--- src/rtl/adc_if_pkg.sv ---
package adc_if_pkg;

  localparam int CFG_W = 8;
  localparam int CH_W  = 3;

  // Setup word, first shifted bit in the MSB position.
  typedef struct packed {
    logic            single;
    logic            odd;
    logic [1:0]      sel;
    logic            uni;
    logic            gain;
    logic            nap;
    logic            sleep;
  } setup_t;

  typedef struct packed {
    logic [CH_W-1:0] pos;
    logic [CH_W-1:0] neg;
    logic            com;
  } route_t;

  function automatic route_t route_of(setup_t s);
    route_t r;
    r.pos = {s.sel, s.odd};
    if (s.single) begin
      r.neg = '0;
      r.com = 1'b1;
    end else begin
      r.neg = {s.sel, ~s.odd};
      r.com = 1'b0;
    end
    return r;
  endfunction

endpackage

--- src/rtl/setup_capture.sv ---
module setup_capture #(
  parameter int WORD_W = 8
) (
  input  logic              clk,
  input  logic              rst_n,
  input  logic              sck_rise,
  input  logic              sdi,
  input  logic              frame_restart,
  output logic [WORD_W-1:0] pend_word
);
  localparam int CW = $clog2(WORD_W + 1);

  logic [CW-1:0]     bit_cnt;
  logic [WORD_W-1:0] shreg;

  always_ff @(posedge clk) begin
    if (!rst_n) begin
      bit_cnt   <= '0;
      shreg     <= '0;
      pend_word <= '0;
    end else if (frame_restart) begin
      bit_cnt <= '0;
    end else if (sck_rise && (bit_cnt != CW'(WORD_W))) begin
      shreg   <= {shreg[WORD_W-2:0], sdi};
      bit_cnt <= bit_cnt + 1'b1;
      if (bit_cnt == CW'(WORD_W - 1))
        pend_word <= {shreg[WORD_W-2:0], sdi};
    end
  end
endmodule

--- src/rtl/conv_timer.sv ---
module conv_timer #(
  parameter int CONV_CYCLES = 400
) (
  input  logic clk,
  input  logic rst_n,
  input  logic start,
  input  logic samp_valid,
  output logic busy,
  output logic samp_ready,
  output logic done
);
  localparam int TW = $clog2(CONV_CYCLES + 1);

  logic [TW-1:0] remain;

  always_ff @(posedge clk) begin
    if (!rst_n) begin
      busy   <= 1'b0;
      remain <= '0;
    end else if (!busy) begin
      if (start) begin
        busy   <= 1'b1;
        remain <= TW'(CONV_CYCLES - 1);
      end
    end else if (remain != '0) begin
      remain <= remain - 1'b1;
    end else if (samp_valid) begin
      busy <= 1'b0;
    end
  end

  assign samp_ready = busy && (remain == '0);
  assign done       = samp_ready && samp_valid;
endmodule

--- src/rtl/result_shifter.sv ---
module result_shifter #(
  parameter int RES_BITS = 14,
  parameter int OUT_W    = 16
) (
  input  logic                clk,
  input  logic                rst_n,
  input  logic                load,
  input  logic [RES_BITS-1:0] load_data,
  input  logic                sck_fall,
  output logic                sdo,
  output logic [OUT_W-1:0]    word
);
  localparam int PAD = OUT_W - RES_BITS;

  logic [OUT_W-1:0] padded;

  generate
    if (PAD > 0) begin : g_pad
      assign padded = {load_data, {PAD{1'b0}}};
    end else begin : g_full
      assign padded = load_data;
    end
  endgenerate

  always_ff @(posedge clk) begin
    if (!rst_n)
      word <= '0;
    else if (load)
      word <= padded;
    else if (sck_fall)
      word <= {word[OUT_W-2:0], 1'b0};
  end

  assign sdo = word[OUT_W-1];
endmodule

--- src/rtl/adc_serial_slave.sv ---
module adc_serial_slave
  import adc_if_pkg::*;
#(
  parameter int RES_BITS    = 14,
  parameter int OUT_W       = 16,
  parameter int CONV_CYCLES = 400
) (
  input  logic                clk,
  input  logic                rst_n,
  input  logic                convst,
  input  logic                rd,
  input  logic                sck,
  input  logic                sdi,
  input  logic [RES_BITS-1:0] samp_data,
  input  logic                samp_valid,
  output logic                samp_ready,
  output logic                sdo,
  output logic                sdo_oe,
  output logic                busy_n,
  output logic [CH_W-1:0]     pos_ch,
  output logic [CH_W-1:0]     neg_ch,
  output logic                neg_is_com,
  output logic                uni,
  output logic                gain,
  output logic [1:0]          pd_req
);
  logic       sck_q, convst_q;
  logic       sck_rise, sck_fall, convst_rise;
  logic       busy, done, start_ok;
  logic [CFG_W-1:0] pend_word;
  setup_t     active;
  route_t     route;
  logic [OUT_W-1:0] res_word;

  always_ff @(posedge clk) begin
    if (!rst_n) begin
      sck_q    <= 1'b0;
      convst_q <= 1'b0;
    end else begin
      sck_q    <= sck;
      convst_q <= convst;
    end
  end

  assign sck_rise    = sck & ~sck_q;
  assign sck_fall    = ~sck & sck_q;
  assign convst_rise = convst & ~convst_q;
  assign start_ok    = convst_rise & ~busy;

  setup_capture #(.WORD_W(CFG_W)) u_cap (
    .clk           (clk),
    .rst_n         (rst_n),
    .sck_rise      (sck_rise),
    .sdi           (sdi),
    .frame_restart (done),
    .pend_word     (pend_word)
  );

  conv_timer #(.CONV_CYCLES(CONV_CYCLES)) u_tmr (
    .clk        (clk),
    .rst_n      (rst_n),
    .start      (convst_rise),
    .samp_valid (samp_valid),
    .busy       (busy),
    .samp_ready (samp_ready),
    .done       (done)
  );

  result_shifter #(.RES_BITS(RES_BITS), .OUT_W(OUT_W)) u_out (
    .clk       (clk),
    .rst_n     (rst_n),
    .load      (done),
    .load_data (samp_data),
    .sck_fall  (sck_fall),
    .sdo       (sdo),
    .word      (res_word)
  );

  // Setup in force for the conversion: swapped in only on an accepted start.
  always_ff @(posedge clk) begin
    if (!rst_n)
      active <= '0;
    else if (start_ok)
      active <= setup_t'(pend_word);
  end

  assign route      = route_of(active);
  assign pos_ch     = route.pos;
  assign neg_ch     = route.neg;
  assign neg_is_com = route.com;
  assign uni        = active.uni;
  assign gain       = active.gain;
  assign pd_req     = {active.nap, active.sleep};
  assign busy_n     = ~busy;
  assign sdo_oe     = ~rd;
endmodule

--- config.mk ---
export PLATFORM = sky130hd
export DESIGN_NAME = adc_serial_slave
export DESIGN_NICKNAME = d
export VERILOG_FILES = /design/src/rtl/adc_if_pkg.sv /design/src/rtl/setup_capture.sv /design/src/rtl/conv_timer.sv /design/src/rtl/result_shifter.sv /design/src/rtl/adc_serial_slave.sv
export SDC_FILE = /design/constraint.sdc
export NUM_CORES = 1
export LEC_CHECK = 0
export BUFFER_PORTS_ARGS = -buffer_cell sky130_fd_sc_hd__buf_2
export CAP_MARGIN = 20
export CORE_ASPECT_RATIO = 1.25
export CORE_MARGIN = 5
export CORE_UTILIZATION = 40
export DETAILED_ROUTE_END_ITERATION = 8
export MAX_ROUTING_LAYER = met4
export PLACE_DENSITY = 0.68
export SLEW_MARGIN = 20
export SYNTH_ARGS = -nofsm -noshare
export SYNTH_HDL_FRONTEND = slang
export SYNTH_SLANG_ARGS = --single-unit
--- constraint.sdc ---
create_clock -name clk -period 6.85 [get_ports clk]
set_clock_uncertainty 0.2 [all_clocks]
set_input_delay 0.685 -clock clk [delete_from_list [all_inputs] [get_ports clk]]
set_output_delay 0.685 -clock clk [all_outputs]
set_load 0.005 [all_outputs]
==> results of run 1 <==
-- worst max-delay path, stage by stage (launching register included) --
cell                      delay (ns)
sky130_fd_sc_hd__dfxtp_1        0.32
sky130_fd_sc_hd__inv_1          0.10
sky130_fd_sc_hd__ha_1           0.20
sky130_fd_sc_hd__or4b_1         0.55
sky130_fd_sc_hd__or4_1          1.00
sky130_fd_sc_hd__nand4_2        0.47
sky130_fd_sc_hd__mux2i_1        0.22
-- placed cells by master (no fill, tap or decap), types with 3 or more instances in the layout --
cell / n
sky130_fd_sc_hd__mux2i_1: 29
sky130_fd_sc_hd__nand2b_1: 3
sky130_fd_sc_hd__a21oi_1: 13
sky130_fd_sc_hd__dfxtp_1: 53
sky130_fd_sc_hd__nor2b_1: 5
sky130_fd_sc_hd__o21ai_0: 4
sky130_fd_sc_hd__nand3_1: 4
sky130_fd_sc_hd__a211oi_1: 13
sky130_fd_sc_hd__nand2_1: 35
sky130_fd_sc_hd__ha_1: 3
sky130_fd_sc_hd__or4_1: 4
sky130_fd_sc_hd__clkbuf_8: 5
sky130_fd_sc_hd__buf_2: 36
sky130_fd_sc_hd__nor3_1: 3
sky130_fd_sc_hd__a31oi_1: 3
sky130_fd_sc_hd__nor2_1: 22
sky130_fd_sc_hd__inv_1: 8
-- how the worst min path moves through the flow --
stage | from | endpoint | slack [ns] | depth (start not counted)
4_1_cts | gain | gain | 0.26 | 2
3_3_place_gp | u_cap.pend_word[0] | pd_req[0] | 0.25 | 2
2_1_floorplan | u_cap.pend_word[2] | gain | 0.23 | 2
5_1_grt | gain | gain | 0.29 | 2
6_report | gain | gain | 0.26 | 2
3_5_place_dp | gain | gain | 0.25 | 2
-- sequential cells by signal (all words and copies together), names as in the netlist, 2 cells and up --
signal,cells
u_tmr.remain,9
pd_req,2
u_out.word,14
u_cap.pend_word,8
u_cap.shreg,7
u_cap.bit_cnt,4
pos_ch,3
-- report_power, final --
part	switching [mW]	internal (mW)	leakage (nW)
registers	0.00969	0.320	0.430
logic	0.0376	0.0281	0.642
clock network	0.107	0.112	0.0591
-- per-layer routing --
metal / vias to the layer above / part of all wire (%) / global-route usage, %
met5: - / 0 / -
met3: 5 / 3.3 / 3.37
met4: 0 / 1.6 / 4.37
met1: 787 / 46 / 14.4
met2: 18 / 49 / 21.0
li1: 891 / - / -
-- metrics by stage --
stage | hold WS, ns | setup WS (ns)
floorplan | 0.232 | 4.32
detailed placement | 0.245 | 3.72
global placement | 0.247 | 3.81
finish | 0.258 | 3.71
global route | 0.292 | 3.52
CTS | 0.260 | 3.71
-- cell families (layout without fill, tap and decap cells) --
group	Yosys count	in the layout	share of synthesized area, %
adders and majority gates	3	3	1.68
xor gates and xnor gates	4	4	1.57
DFF	53	53	47.5
AOI/OAI and AO/OA	42	42	12.3
buffers and inverters	24	53	5.21
muxes	29	29	13.0
and+or+nand+nor	88	88	18.7
-- cell type report --
class                           count  area, sq um
Clock buffer                        5         68.8
Fill cell                         537         2920
Clock inverter                      3         47.5
Sequential cell                    53         1060
Multi-Input combinational cell    166         1050
Timing Repair Buffer               36          180
Tap cell                           64         80.1
Inverter                            9         33.8
==> results_dict.tcl, run 1 <==
set metrics [dict create \
    outcome "finished, final reports clean" \
    route.detailed.vias_per_inst 5.06 \
    grt_setup_unrepaired "no" \
    grt_antenna_before_repair 0 \
    required_ns 6.89 \
    finalCritPeriodShare_pct 45.8 \
    syn_inst 243 \
    worstSetupStartpoint "u_tmr.remain[0]" \
    synth-edff-count 0 \
    clock_latency_on_the_worst_skew_pair_ns 0.30 \
    routed_wire_length_per_instance_um 12.7 \
    max_slew_headroom_at_the_worst_pin_pct 34.5 \
    place_hpwl_um 2990 \
    clock-sinks 53 \
    avg_cell_area_syn_sq_um 9.19 \
    netlist_top_cells_area "sky130_fd_sc_hd__dfxtp_1, sky130_fd_sc_hd__mux2i_1, sky130_fd_sc_hd__nand2_1, sky130_fd_sc_hd__a211oi_1, sky130_fd_sc_hd__nor2_1" \
    hold_path.class "flop to flop" \
    ctsHtreeMaxLevel 2 \
    cap_violations 0 \
    vdd.ir_drop.worst_mv 0.101 \
    postPlaceCellArea_sq_um 2400 \
    row_count 30 \
    dp_cells 327 \
    drc 0 \
    setup_viol_count_final 0 \
    grt_first_pass_wirelength_um 7210 \
    final_cell_area_sq_um 2530 \
    synth_nets 267 \
    setup_tns_final_ns 0 \
    worstReg2RegStart "u_tmr.remain[0]" \
    slew_violations 0 \
    pin_count_of_the_biggest_net_entering_global_routing 32 \
    first_global_vias 1600 \
    routability_congestion 0.765 \
    coreArea_sq_um 5440 \
    r2r_cells 6 \
    floorplan.io_pins 36 \
    final_nets 295 \
    setup.worst_path.end "u_cap.pend_word[5]" \
    yosys.cell_count.top_type "sky130_fd_sc_hd__dfxtp_1" \
    fp.dieH_um 93.5 \
    dr_total_vias 1701 \
    fin_util_pct 46.4 \
    tritoncts "yes" \
    ys_warn_count 0 \
    initialDrtViolationCount 72 \
    clk_pin_slew_worst_paths_ns 0.10 \
    hold_buffers 0 \
    drt_pass1_iterations 4 \
    clockBufferDepth 2 \
    die_w_um 76.8 \
    yosys_register_bits 53 \
    antenna-diode-count 0 \
    worstMarginPinSlew_ns 0.983 \
    layout.cells.non_filler 336 \
    worstSetupPathType "flop to flop" \
    area.growth.synth_to_final_pct 13.2 \
    critPathArrivalTime_ns 3.18 \
    worst-r2r-setup-slack_ns 3.71 \
    critPathMaxFanout 31 \
    yosysTopAreaCell "sky130_fd_sc_hd__dfxtp_1" \
    timing.rr.end "u_cap.pend_word[5]" \
    routed_wirelength_um 4270 \
    yosys_most_used_dff "sky130_fd_sc_hd__dfxtp_1" \
    number_of_resized_instances_in_the_post_cts_repair_step 0 \
    power.density_cell_area_nw_per_um2 243 \
    clk_root_buffer_cell "sky130_fd_sc_hd__clkbuf_8" \
    initial_standard_cell_utilization_of_the_core_pct 41.0 \
    drt.antenna.violating_nets 0 \
    cts_made_buffers 5 \
    layout-drive-gt1-share_pct 17.3 \
    setup.worst_path.start_class "flop" \
    cp-end-kind "flop" \
    design_power_total_mw 0.614 \
    cts_setup_buffers 0 \
    count_of_endpoints_failing_hold_in_the_final_timing_report 0 \
    area_share_of_the_largest_cell_type_after_synthesis_pct 47.5 \
    async_flop_share_pct 0 \
    synth.cell_area_sq_um 2230 \
    synth_commonest_cells "sky130_fd_sc_hd__dfxtp_1, sky130_fd_sc_hd__nand2_1, sky130_fd_sc_hd__mux2i_1" \
    synth.distinct_cells 39 \
    number_of_input_and_output_port_buffers_inserted 35 \
    max_clock_freq_mhz 319 \
    ys_seq_area_share_pct 47.5 \
    grt_usage_pct 12.5 \
    die_area_sq_um 7180 \
    p_leak_nw 1.13 \
    final_period_minus_worst_setup_slack_ns 3.14 \
    globalRoute.totalOverflow 0 \
]
Note: power is estimated with default switching activity, not from simulation.
==> run 2: changes to the inputs <==
PLACE_DENSITY = 0.7   (was 0.68)
clock period = 2.75 ns   (was 6.85 ns; I/O delays follow)
==> results_dict.tcl, run 2 (synthesis results as in run 1) <==
set metrics [dict create \
    drt_pass1_iterations 4 \
    max_slew_headroom_at_the_worst_pin_pct 44.7 \
    drt.antenna.violating_nets 0 \
    fraction_of_power_spent_switching_nets_pct 25.2 \
    layout.cells.most_common_list "sky130_fd_sc_hd__dfxtp_1, sky130_fd_sc_hd__nand2_1, sky130_fd_sc_hd__buf_2" \
    drc 0 \
    setup.worst_path.start_class "flop" \
    power.share.clock_pct 30.8 \
    critPathMaxFanout 6 \
    globalRoute.totalOverflow 0 \
    number_of_input_and_output_port_buffers_inserted 35 \
    r2r_cells 7 \
    cts_made_buffers 5 \
    layout-drive-gt1-share_pct 19.9 \
    post-place-ws_ns 0.193 \
    place_hpwl_um 3060 \
    floorplan.io_pins 36 \
    seq_power_share_pct 56.8 \
    crit_path_cell_trace "inv_2 -> ha_4 -> or4b_1 -> buf_4 -> or3_1 -> nor3_2 -> buf_2" \
    row_count 30 \
    clk_root_buffer_cell "sky130_fd_sc_hd__clkbuf_8" \
    setup_tns_final_ns 0 \
    grt_usage_pct 12.6 \
    die_area_sq_um 7180 \
    required_ns 2.28 \
    worst_path_largest_cell_delay_ns 0.46 \
    coreArea_sq_um 5440 \
    worstMarginPinSlew_ns 0.830 \
    antenna-diode-count 0 \
    p_leak_nw 1.15 \
    clock-sinks 53 \
    worstSetupStartpoint "u_tmr.remain[1]" \
    largest_register_by_flop_count "u_out.word" \
    largest_register_ff_count 14 \
    reg.largest.list "u_out.word: 14 flops, u_tmr.remain: 9 flops, u_cap.pend_word: 8 flops" \
    die_w_um 76.8 \
    routability_congestion 0.764 \
    dr_total_vias 1745 \
    vdd.ir_drop.worst_mv 0.235 \
    hold-path-cell-count 2 \
    setup_viol_count_final 0 \
    cp_top_family "simple AND/OR/NAND/NOR gates" \
    clockBufferDepth 2 \
    critPathArrivalTime_ns 2.09 \
    cap_violations 0 \
    num-fill-cells 527 \
    area.growth.synth_to_final_pct 15.0 \
    ctsHtreeMaxLevel 2 \
    final_nets 300 \
    route.detailed.vias_per_inst 5.12 \
    initialDrtViolationCount 79 \
    max_clock_freq_mhz 389 \
    clk_pin_slew_worst_paths_ns 0.09 \
    worstReg2RegStart "u_tmr.remain[1]" \
    initial_standard_cell_utilization_of_the_core_pct 41.0 \
    holdPathEnd "sck_q" \
    mostFrequentLayoutCell "sky130_fd_sc_hd__dfxtp_1" \
    pin_count_of_the_biggest_net_entering_global_routing 30 \
    grt_setup_unrepaired "no" \
    routed_wire_length_per_instance_um 12.2 \
    clock_latency_on_the_worst_skew_pair_ns 0.30 \
    postLayoutSetupSlackWorst_ns 0.181 \
    fp.dieH_um 93.5 \
    outcome "finished, final reports clean" \
    finalCritPeriodShare_pct 93.4 \
    internal_power_mw 1.08 \
    switchingPower_mw 0.364 \
    combPwrFrac_pct 12.4 \
    timing.critical_path.slowest_stage_cell "sky130_fd_sc_hd__or4b_1" \
    grt_first_pass_wirelength_um 7290 \
    tritoncts "yes" \
    worstSetupPathType "flop to output pin" \
    min-delay-start "sck" \
    timing.rr.end "u_out.word[2]" \
    routed_wirelength_um 4140 \
    first_global_vias 1658 \
    count_of_endpoints_failing_hold_in_the_final_timing_report 0 \
    final_period_minus_worst_setup_slack_ns 2.57 \
    slew_violations 0 \
    power.density_cell_area_nw_per_um2 565 \
    worst-r2r-setup-slack_ns 0.27 \
    worstPathBufferInverterCount 3 \
    hold_path.class "input port to flop" \
    cp-end-kind "output pin" \
    grt_antenna_before_repair 0 \
]
[run 2: timing repair]
action | 4_1_cts | 5_1_grt
buffers inserted | 0 | 0
endpoints found under the hold margin | 1 | 0
gates resized for setup | 0 | 5
hold buffers | 1 | 0
endpoints found under the setup margin | 0 | 1
[run 2: how the worst max path moves through the flow]
stage / endpoint / slack (ns) / cells past startpoint
finish: samp_ready / 0.18 / 7
global route: samp_ready / 0.04 / 7
CTS: samp_ready / 0.05 / 7
detailed placement: u_out.word[2] / 0.19 / 7
global placement: u_out.word[2] / 0.27 / 7
floorplan: u_cap.shreg[3] / 0.29 / 9
[run 2: final cells by class]
| type | instances | area, sq um | area share (%) |
|---|---|---|---|
| inverters | 9 | 33.8 | 1.32 |
| clock buffers | 6 | 82.6 | 3.22 |
| clock inverters | 2 | 13.8 | 0.536 |
| repair buffers | 41 | 223 | 8.68 |
| well taps | 64 | 80.1 | 3.12 |
| flip-flops and latches | 53 | 1060 | 41.3 |
| multi-input cells | 166 | 1070 | 41.8 |
[run 2: power by group through the flow]
stage	clock network, mW	registers [mW]	logic [mW]
finish	0.446	0.823	0.180
global route	0.492	0.828	0.206
CTS	0.461	0.822	0.176
detailed placement	0	0.840	0.174
global placement	0	0.839	0.171
floorplan	0	0.833	0.130
[run 2: per-layer routing]
metal / vias to the layer above / part of all wire (%) / GRT usage, %
met5: - / 0 / -
met4: 0 / 2.0 / 6.12
met3: 6 / 4.0 / 2.41
met2: 31 / 46 / 19.9
met1: 796 / 47 / 15.3
li1: 912 / - / -
[run 2: per-stage QoR]
stage / hold slack (ns) / power, mW / instance area, sq um / std cells / util (%)
after global placement: 0.246 / 1.01 / 2440 / 332 / 44.9
after CTS: 0.0123 / 1.46 / 2550 / 341 / 46.8
after floorplan: 0.197 / 0.963 / 2230 / 243 / -
after detailed placement: 0.250 / 1.01 / 2440 / 332 / 44.9
final: 0.0149 / 1.45 / 2570 / 341 / 47.1
after global routing: 0.0318 / 1.53 / 2570 / 341 / 47.1
==> run 3: changes to the inputs <==
ABC_AREA = 1   (was not set)
==> results_dict.tcl, run 3 <==
set metrics [dict create \
    required_ns 2.28 \
    critPathArrivalTime_ns 1.58 \
    number_of_input_and_output_port_buffers_inserted 35 \
    grt_antenna_before_repair 0 \
    globalRoute.totalOverflow 0 \
    count_of_endpoints_failing_hold_in_the_final_timing_report 0 \
    ys_seq_area_share_pct 43.4 \
    switchingPower_mw 0.442 \
    clock-sinks 53 \
    syn_inst 353 \
    yosys_most_used_dff "sky130_fd_sc_hd__dfxtp_1" \
    slew_violations 0 \
    clock_latency_on_the_worst_skew_pair_ns 0.31 \
    setup_viol_count_final 0 \
    use_met1_pct 16.4 \
    routability_congestion 0.822 \
    final_nets 421 \
    drc 0 \
    clk_pin_slew_worst_paths_ns 0.09 \
    cp-end-kind "output pin" \
    coreArea_sq_um 5860 \
    multi_input_area_sq_um 1080 \
    max_slew_headroom_at_the_worst_pin_pct 63.1 \
    synth-edff-count 0 \
    met3_grt_util_pct 2.69 \
    synth_commonest_cells "sky130_fd_sc_hd__nand2_1, sky130_fd_sc_hd__nor2_1, sky130_fd_sc_hd__inv_1" \
    fp.dieH_um 97.4 \
    grt_first_pass_wirelength_um 8810 \
    die_area_sq_um 7780 \
    floorplan.io_pins 36 \
    clockBufferDepth 2 \
    worstMarginPinSlew_ns 0.552 \
    dr_total_vias 2191 \
    drt_pass1_iterations 4 \
    fraction_of_power_spent_switching_nets_pct 27.0 \
    initial_standard_cell_utilization_of_the_core_pct 41.7 \
    power.share.clock_pct 31.9 \
    groute.layer.met2.usage_pct 24.1 \
    layout-drive-gt1-share_pct 13.6 \
    worstSetupPathType "flop to output pin" \
    max_clock_freq_mhz 487 \
    seq_power_share_pct 51.6 \
    yosys.cell_count.top_type "sky130_fd_sc_hd__nand2_1" \
    yosys.area_share.adder_pct 1.54 \
    area_share_of_the_largest_cell_type_after_synthesis_pct 43.4 \
    first_global_vias 2054 \
    synth_simple_gate_area_share_pct 29.6 \
    power.density_cell_area_nw_per_um2 565 \
    setup.worst_path.start_class "flop" \
    synth_top_family_by_area "simple AND/OR/NAND/NOR gates" \
    place_hpwl_um 3620 \
    final_period_minus_worst_setup_slack_ns 2.06 \
    antenna-diode-count 0 \
    mostFrequentLayoutCell "sky130_fd_sc_hd__nand2_1" \
    die_w_um 79.9 \
    ys_warn_count 0 \
    tritoncts "yes" \
    pin_count_of_the_biggest_net_entering_global_routing 31 \
    yosys_register_bits 53 \
    cts_setup_buffers 0 \
    async_flop_share_pct 0 \
    combPwrFrac_pct 16.5 \
    internal_power_mw 1.20 \
    cap_violations 0 \
    synth.distinct_cells 23 \
    vdd.ir_drop.worst_mv 0.330 \
    layout.cells.most_common_list "sky130_fd_sc_hd__nand2_1, sky130_fd_sc_hd__nor2_1, sky130_fd_sc_hd__inv_1" \
    route.detailed.vias_per_inst 4.56 \
    critPathMaxFanout 4 \
    seq_area_sq_um 1060 \
    initialDrtViolationCount 87 \
    synth_nets 377 \
    routed_wirelength_um 5050 \
    largest_register_ff_count 14 \
    netlist_top_cells_area "sky130_fd_sc_hd__dfxtp_1, sky130_fd_sc_hd__nand2_1, sky130_fd_sc_hd__nor2_1, sky130_fd_sc_hd__inv_1, sky130_fd_sc_hd__nand3_1" \
    row_count 31 \
    fraction_of_the_mapped_netlist_area_in_compound_gates_pct 11.7 \
    globalRoute.busiestLayer "met2" \
    area.growth.synth_to_final_pct 18.7 \
    clk_root_buffer_cell "sky130_fd_sc_hd__clkbuf_8" \
    yosysTopAreaCell "sky130_fd_sc_hd__dfxtp_1" \
    synth.mux.area_fraction_pct 0 \
    hold_path.class "input port to flop" \
    avg_cell_area_syn_sq_um 6.92 \
    ctsHtreeMaxLevel 2 \
    drt.antenna.violating_nets 0 \
    num-fill-cells 586 \
    largest_register_by_flop_count "u_out.word" \
    outcome "finished, final reports clean" \
    reg.largest.list "u_out.word: 14 flops, u_tmr.remain: 9 flops, u_cap.pend_word: 8 flops" \
    grt_usage_pct 14.1 \
    worst_hold_slack_ns 0.00370 \
    post_synth_xor_area_fraction_pct 1.43 \
    setup_tns_final_ns 0 \
    p_leak_nw 1.35 \
    synth.cell_area_sq_um 2440 \
    routed_wire_length_per_instance_um 10.5 \
    grt_setup_unrepaired "no" \
    cts_made_buffers 5 \
    finalCritPeriodShare_pct 74.7 \
]
[run 3: cell types whose count changed after synthesis, moves of 9 or more]
cell,before,now
sky130_fd_sc_hd__a211oi_1,13,0
sky130_fd_sc_hd__a21oi_1,13,22
sky130_fd_sc_hd__inv_1,8,57
sky130_fd_sc_hd__mux2i_1,29,0
sky130_fd_sc_hd__nand2_1,35,70
sky130_fd_sc_hd__nand3_1,4,24
sky130_fd_sc_hd__nor2_1,22,61
sky130_fd_sc_hd__o21ai_0,4,19
[run 3: final cells by class]
cell class,count,area share [%]
multi-input cells,228,37.2
well taps,82,3.54
inverters,58,7.51
repair buffers,51,11.3
clock buffers,6,2.50
flip-flops and latches,53,36.6
clock inverters,2,1.34
[run 3: worst max-delay path, cell delays in order (launching register included)]
cell	delay (ns)
sky130_fd_sc_hd__dfxtp_1	0.30
sky130_fd_sc_hd__inv_1	0.09
sky130_fd_sc_hd__ha_1	0.21
sky130_fd_sc_hd__nand2_1	0.06
sky130_fd_sc_hd__nor2_1	0.14
sky130_fd_sc_hd__nand3_1	0.12
sky130_fd_sc_hd__nor2_1	0.20
sky130_fd_sc_hd__buf_2	0.15
[run 3: power groups by stage]
stage	combinational (mW)	clock, mW	sequential [mW]
finish	0.270	0.523	0.846
global route	0.315	0.577	0.853
CTS	0.272	0.547	0.846
detailed placement	0.258	0	0.864
global placement	0.253	0	0.863
floorplan	0.196	0	0.856
[run 3: worst paths after layout]
| path | start | endpoint | slack [ns] | depth (start not counted) |
|---|---|---|---|---|
| worst max-delay path | u_tmr.remain[0] | samp_ready | 0.69 | 7 |
| worst min-delay path | samp_data[11] | u_out.word[13] | 0.004 | 3 |
| worst max register to register | u_tmr.remain[0] | u_cap.pend_word[5] | 0.70 | 10 |
| worst min register to register | u_cap.pend_word[6] | pos_ch[0] | 0.26 | 2 |
[run 3: routing by layer]
metal	vias to the layer above	part of all wire [%]
li1	1187	-
met1	962	47
met2	36	47
met3	6	4.4
met4	0	1.3
met5	-	0
[run 3: stage by stage]
stage                     instance area, sq um  total power [mW]  instances  util [%]  worst slack (ns)
final                                     2900              1.64        480      49.5             0.695
after floorplan                           2440              1.05        353         -              1.10
after CTS                                 2900              1.67        480      49.5             0.667
after global placement                    2660              1.12        459      45.4             0.736
after detailed placement                  2660              1.12        459      45.4             0.708
after global routing                      2900              1.74        480      49.5             0.451
[run 3: cells by family (layout without fill, tap and decap cells)]
family	after synthesis	after routing
AOI/OAI and AO/OA	51	51
xor gates and xnor gates	4	4
DFF	53	53
adders and majority gates	3	3
and+or+nand+nor	170	170
buffers and inverters	72	117
[run 3: timing repair]
| action | in CTS | in global routing |
|---|---|---|
| hold buffers | 13 | 0 |
| hold endpoints to repair | 13 | 0 |
| gates resized for setup | 0 | 0 |
